## src/rtl/can_rpt_pkg.sv

```systemverilog
`timescale 1ns/1ps
package can_rpt_pkg;
    localparam int NPORT = 2;

    typedef enum logic [2:0] {
        ST_IDLE,
        ST_LOCAL,
        ST_SRC0,
        ST_SRC1,
        ST_SETTLE
    } route_st_t;
endpackage

```

## src/rtl/can_rpt_sync.sv

```systemverilog
`timescale 1ns/1ps
module can_rpt_sync #(
    parameter int W      = 2,
    parameter int STAGES = 2
) (
    input  logic         clk,
    input  logic         rst_n,
    input  logic [W-1:0] d,
    output logic [W-1:0] q
);
    logic [W-1:0] stg [STAGES];

    always_ff @(posedge clk or negedge rst_n) begin
        if (!rst_n) begin
            for (int k = 0; k < STAGES; k++) stg[k] <= '1;
        end else begin
            stg[0] <= d;
            for (int k = 1; k < STAGES; k++) stg[k] <= stg[k-1];
        end
    end

    assign q = stg[STAGES-1];
endmodule

```

## src/rtl/can_rpt_lockout.sv

```systemverilog
`timescale 1ns/1ps
module can_rpt_lockout
    import can_rpt_pkg::*;
(
    input  logic             clk,
    input  logic             rst_n,
    input  logic             tx_dom,
    input  logic [NPORT-1:0] rx_dom,
    output logic [NPORT-1:0] fwd,
    output logic             heard
);
    route_st_t st_q, st_d;
    logic src0, src1;

    // next-state logic
    always_comb begin
        st_d = st_q;
        unique case (st_q)
            ST_IDLE: begin
                if (tx_dom)         st_d = ST_LOCAL;
                else if (rx_dom[0]) st_d = ST_SRC0;
                else if (rx_dom[1]) st_d = ST_SRC1;
            end
            ST_LOCAL:  if (!tx_dom)    st_d = ST_SETTLE;
            ST_SRC0:   if (!rx_dom[0]) st_d = ST_SETTLE;
            ST_SRC1:   if (!rx_dom[1]) st_d = ST_SETTLE;
            ST_SETTLE: begin
                if (tx_dom)              st_d = ST_LOCAL;
                else if (rx_dom == '0)   st_d = ST_IDLE;
            end
            default: st_d = ST_IDLE;
        endcase
    end

    // state register
    always_ff @(posedge clk or negedge rst_n) begin
        if (!rst_n) st_q <= ST_IDLE;
        else        st_q <= st_d;
    end

    // outputs: which port is accepted as the source this cycle
    always_comb begin
        src0  = (st_q == ST_SRC0) ||
                (st_q == ST_IDLE && !tx_dom && rx_dom[0]);
        src1  = (st_q == ST_SRC1) ||
                (st_q == ST_IDLE && !tx_dom && !rx_dom[0] && rx_dom[1]);
        fwd[1] = src0 && rx_dom[0];
        fwd[0] = src1 && rx_dom[1];
        heard  = fwd[0] || fwd[1];
    end


    settle_release_chk: assert property (@(posedge clk) disable iff (!rst_n)
        (st_q == ST_SETTLE && !tx_dom && rx_dom == '0) |=> st_q == ST_IDLE);

    src_no_swap_chk: assert property (@(posedge clk) disable iff (!rst_n)
        (st_q == ST_SRC0) |=> st_q != ST_SRC1);

    local_release_chk: assert property (@(posedge clk) disable iff (!rst_n)
        (st_q == ST_LOCAL && !tx_dom) |=> st_q == ST_SETTLE);
endmodule

```

## src/rtl/can_rpt_guard.sv

```systemverilog
`timescale 1ns/1ps
module can_rpt_guard #(
    parameter int LIMIT = 200
) (
    input  logic clk,
    input  logic rst_n,
    input  logic req,
    output logic drv_n,
    output logic fault
);
    localparam int CW = $clog2(LIMIT + 1);

    logic [CW-1:0] cnt;
    logic          hit;

    assign hit = req && (cnt >= CW'(LIMIT));

    always_ff @(posedge clk or negedge rst_n) begin
        if (!rst_n) begin
            cnt   <= '0;
            drv_n <= 1'b1;
            fault <= 1'b0;
        end else begin
            if (!req)     cnt <= '0;
            else if (!hit) cnt <= cnt + CW'(1);
            drv_n <= !(req && !hit);
            fault <= hit;
        end
    end


    fault_quiet_chk: assert property (@(posedge clk) disable iff (!rst_n)
        fault |-> drv_n);

    cnt_cap_chk: assert property (@(posedge clk) disable iff (!rst_n)
        cnt <= CW'(LIMIT));

    fault_clear_chk: assert property (@(posedge clk) disable iff (!rst_n)
        !req |=> !fault);

    limit_trip_chk: assert property (@(posedge clk) disable iff (!rst_n)
        (req && cnt == CW'(LIMIT)) |=> (fault && drv_n));
endmodule

```

## src/rtl/can_rpt_core.sv

```systemverilog
`timescale 1ns/1ps
module can_rpt_core
    import can_rpt_pkg::*;
#(
    parameter int DOM_LIMIT   = 200,
    parameter int SYNC_STAGES = 2
) (
    input  logic             clk,
    input  logic             rst_n,
    input  logic             loc_tx_n,
    input  logic             exp_tx_n,
    input  logic [NPORT-1:0] port_en_n,
    input  logic [NPORT-1:0] port_rx_n,
    output logic [NPORT-1:0] port_drv_n,
    output logic             loc_rx_n,
    output logic             exp_rx_n,
    output logic [NPORT-1:0] port_fault
);
    logic [NPORT-1:0] ena, rx_s, rx_dom, fwd, req;
    logic             tx_dom, heard;

    assign ena    = ~port_en_n;
    assign tx_dom = !loc_tx_n || !exp_tx_n;

    can_rpt_sync #(.W(NPORT), .STAGES(SYNC_STAGES)) u_sync (
        .clk  (clk),
        .rst_n(rst_n),
        .d    (port_rx_n),
        .q    (rx_s)
    );

    assign rx_dom = ena & ~rx_s;

    can_rpt_lockout u_lock (
        .clk   (clk),
        .rst_n (rst_n),
        .tx_dom(tx_dom),
        .rx_dom(rx_dom),
        .fwd   (fwd),
        .heard (heard)
    );

    assign req = ena & ({NPORT{tx_dom}} | fwd);

    for (genvar i = 0; i < NPORT; i++) begin : g_port
        can_rpt_guard #(.LIMIT(DOM_LIMIT)) u_guard (
            .clk  (clk),
            .rst_n(rst_n),
            .req  (req[i]),
            .drv_n(port_drv_n[i]),
            .fault(port_fault[i])
        );


        dis_quiet_chk: assert property (@(posedge clk) disable iff (!rst_n)
            port_en_n[i] |=> port_drv_n[i]);
    end

    always_ff @(posedge clk or negedge rst_n) begin
        if (!rst_n) begin
            loc_rx_n <= 1'b1;
            exp_rx_n <= 1'b1;
        end else begin
            loc_rx_n <= !(tx_dom || heard);
            exp_rx_n <= loc_tx_n && !heard;
        end
    end


    loc_echo_chk: assert property (@(posedge clk) disable iff (!rst_n)
        !loc_tx_n |=> (!loc_rx_n && !exp_rx_n));

    exp_to_loc_chk: assert property (@(posedge clk) disable iff (!rst_n)
        !exp_tx_n |=> !loc_rx_n);

    quiet_rx_chk: assert property (@(posedge clk) disable iff (!rst_n)
        (loc_tx_n && exp_tx_n && !heard) |=> (loc_rx_n && exp_rx_n));
endmodule

```

## config.mk

```make
export PLATFORM = sky130hd
export DESIGN_NAME = can_rpt_core
export DESIGN_NICKNAME = d
export VERILOG_FILES = /design/src/rtl/can_rpt_pkg.sv /design/src/rtl/can_rpt_sync.sv /design/src/rtl/can_rpt_lockout.sv /design/src/rtl/can_rpt_guard.sv /design/src/rtl/can_rpt_core.sv
export SDC_FILE = /design/constraint.sdc
export NUM_CORES = 1
export LEC_CHECK = 0
export ABC_AREA = 0
export CAP_MARGIN = 20
export CORE_MARGIN = 2
export CORE_UTILIZATION = 40
export CTS_BUF_LIST = sky130_fd_sc_hd__clkbuf_4 sky130_fd_sc_hd__clkbuf_8
export DETAILED_ROUTE_END_ITERATION = 8
export PLACE_DENSITY = 0.68
export SYNTH_ARGS = -nofsm -noshare
export SYNTH_HDL_FRONTEND = slang
export SYNTH_SLANG_ARGS = --single-unit
```

## constraint.sdc

```tcl
create_clock -name clk -period 2.25 [get_ports clk]
set_input_delay 0.225 -clock clk [delete_from_list [all_inputs] [get_ports clk]]
set_output_delay 0.225 -clock clk [all_outputs]
set_load 0.02 [all_outputs]
```

==> flow_summary.json <==
{
  "grt_pass1_wl_um": 4510,
  "preCtsSetupSlack_ns": 0.378,
  "synth_seq_cells": 29,
  "worstPathArrival_ns": 2.01,
  "grt_busiest_layer": "met2",
  "timing.final.crit_share_pct": 77.8,
  "worst_pin_slew_ns": 0.612,
  "synth_top_area_share_pct": 36.0,
  "die_w_um": 64.4,
  "placed_cells": 200,
  "max_stage_delay_ns": 0.50,
  "wl_per_cell_um": 12.8,
  "skew_ns": 0.0141,
  "post_cts_buffers": 0,
  "yosysMostFrequentCell": "dfrtp_1",
  "synthCells": 145,
  "vias": 1134,
  "hold_path.class": "input port to async pin",
  "h-tree-depth": 2,
  "powerDensity_nw_per_um2": 625,
  "finalSetupViolCount": 0,
  "slew_headroom_pct": 58.5,
  "clk_path_buf_depth": 2,
  "drt-initial-drc-count": 165,
  "cts.sinks": 29,
  "syn-mean-instance-area_um2": 10.1,
  "synth_nets": 157,
  "place_area_um2": 1610,
  "timing_hold_violations_final": 0,
  "ant_nets": 0,
  "grt_overflow": 0,
  "async_flop_share_pct": 100,
  "core.rowCount": 21,
  "coreArea_um2": 3420,
  "ys.flop_type": "dfrtp_1",
  "hold_buffers": 0,
  "synth_area_leaders": "dfrtp_1 36%, dfstp_2 14%, a21oi_1 4.1%, ha_1 3.4%, nor2_1 3.1%",
  "antenna_cells": 0,
  "startpoint_type": "flop",
  "place.gp.congestion": 0.795,
  "die_h_um": 64.4,
  "required_ns": 2.51,
  "fin_crit_ns": 1.75,
  "synth_edf_count": 0,
  "criticalPathCategory": "flop to flop",
  "drv_slew": 0,
  "cts_root_buffer": "clkbuf_4",
  "synth_commonest_cells": "21 x dfrtp_1, 12 x a21oi_1, 12 x nor2_1",
  "critPathBufInv": 0,
  "yosysTopAreaCell": "dfrtp_1",
  "instances_no_fill": 208,
  "synth_area_um2": 1460,
  "end_kind": "flop",
  "num-nets-final": 173,
  "use_met1_pct": 18.4,
  "status": "completed",
  "grt.met3_usage_pct": 5.03,
  "synth_cell_types": 37,
  "critPathTopFamily": "compound AO/OA/AOI/OAI gates",
  "drc": 0,
  "rrSetupSlack_ns": 0.50,
  "port_buffers": 13,
  "grt_max_degree": 30,
  "tritoncts": "built",
  "cp_slowest_cell": "dfrtp_1",
  "leakage_nw": 0.673,
  "cts_resized": 0,
  "clk_pin_slew_ns": 0.09,
  "area_growth_pct": 15.1,
  "clkLatencyLatePin_ns": 0.32,
  "cp_max_fo": 12,
  "first_global_vias": 999,
  "ir_drop_uv": 299,
  "totalPowerFinal_mw": 1.05,
  "routed_wl_um": 2650,
  "initial_core_util_pct": 42.7,
  "hpwl_um": 1880,
  "fmax_mhz": 571,
  "setup_ws_ns": 0.499,
  "antenna_found_initial": 0,
  "use_met2_pct": 21.4,
  "via_per_inst": 5.45,
  "ios": 14,
  "yosys_warnings": 0,
  "track_usage_pct": 14.2,
  "drtPass1Iterations": 4,
  "setup_tns_ns": 0,
  "cp_cell_sequence": "or3b_1, a311o_1, o21ba_4",
  "numCtsBuffers": 5,
  "ys_seq_area_share_pct": 50.4,
  "final_area_um2": 1680,
  "rsz0062_at_grt": "no",
  "drive_gt1_share_pct": 15.4,
  "cap_violations": 0,
  "die-area_um2": 4150
}
per-layer routing:
layer / part of all wire, % / vias up / wire, um
li1: - / 569 / -
met4: 2.4 / 0 / 65
met3: 5.0 / 7 / 133
met5: 0 / - / 0
met1: 46 / 532 / 1230
met2: 46 / 26 / 1230
report_power, final:
| part | internal, mW | leakage [nW] | switching [mW] |
|---|---|---|---|
| combinational | 0.0551 | 0.263 | 0.0628 |
| sequential | 0.552 | 0.371 | 0.0339 |
| clock | 0.178 | 0.0394 | 0.169 |
cells by family after synthesis:
| logic type | count (synthesis) | synth area share [%] |
|---|---|---|
| adders and majority gates | 4 | 3.43 |
| DFF | 29 | 50.4 |
| and+or+nand+nor | 58 | 21.1 |
| buffers and inverters | 14 | 5.66 |
| AOI/OAI and AO/OA | 40 | 19.5 |
sequential cells by signal (all words and copies together), names as in the netlist:
register / count
exp_rx_n: 1
u_sync.q: 2
g_port.u_guard.drv_n: 2
u_sync.stg: 2
loc_rx_n: 1
g_port.u_guard.cnt: 16
g_port.u_guard.fault: 2
u_lock.st_q: 3
cell type report:
| cell class | instances | area (um2) |
|---|---|---|
| Fill cell | 323 | 1740 |
| Sequential cell | 29 | 736 |
| Multi-Input combinational cell | 102 | 642 |
| Timing Repair Buffer | 16 | 153 |
| Clock buffer | 8 | 66.3 |
| Tap cell | 46 | 57.6 |
| Inverter | 7 | 26.3 |
worst register-to-register path, cell delays in order, from the launching register on:
cell and delay [ns]:
dfrtp_1 0.50, or3b_1 0.41, a311o_1 0.50, o21ba_4 0.27
worst paths after layout:
kind	start	endpoint	cells past startpoint
worst min-delay path	rst_n	g_port[1].u_guard.fault	2
worst max-delay path	u_lock.st_q[0]	g_port[0].u_guard.cnt[7]	3
worst max register to register	u_lock.st_q[0]	g_port[0].u_guard.cnt[7]	3
worst min register to register	u_sync.stg[3]	u_sync.q[1]	0
min in group clk	port_rx_n[0]	u_sync.stg[2]	1
max in group asynchronous	rst_n	u_sync.stg[3]	2
per-stage QoR:
stage	util, %	hold slack, ns
floorplan	-	-0.0706
global placement	47.3	0.355
detailed placement	47.3	0.354
CTS	49.2	0.267
global route	49.2	0.286
finish	49.2	0.266
cells in the final DEF (no fill, tap or decap), types with 3 or more instances in the layout:
cell type and count:
dfstp_2 8, inv_1 7, dfrtp_1 21, or4_1 4, or3_1 7, a21oi_1 12, o311a_1 4, nor3_1 4
ha_1 4, clkdlybuf4s50_1 13, o21ai_0 6, nand3_1 7, nand2_1 11, nor2_1 12, and2_1 3, clkbuf_4 7
buf_4 3, o31ai_1 5
(Power assumes the default switching activity.)
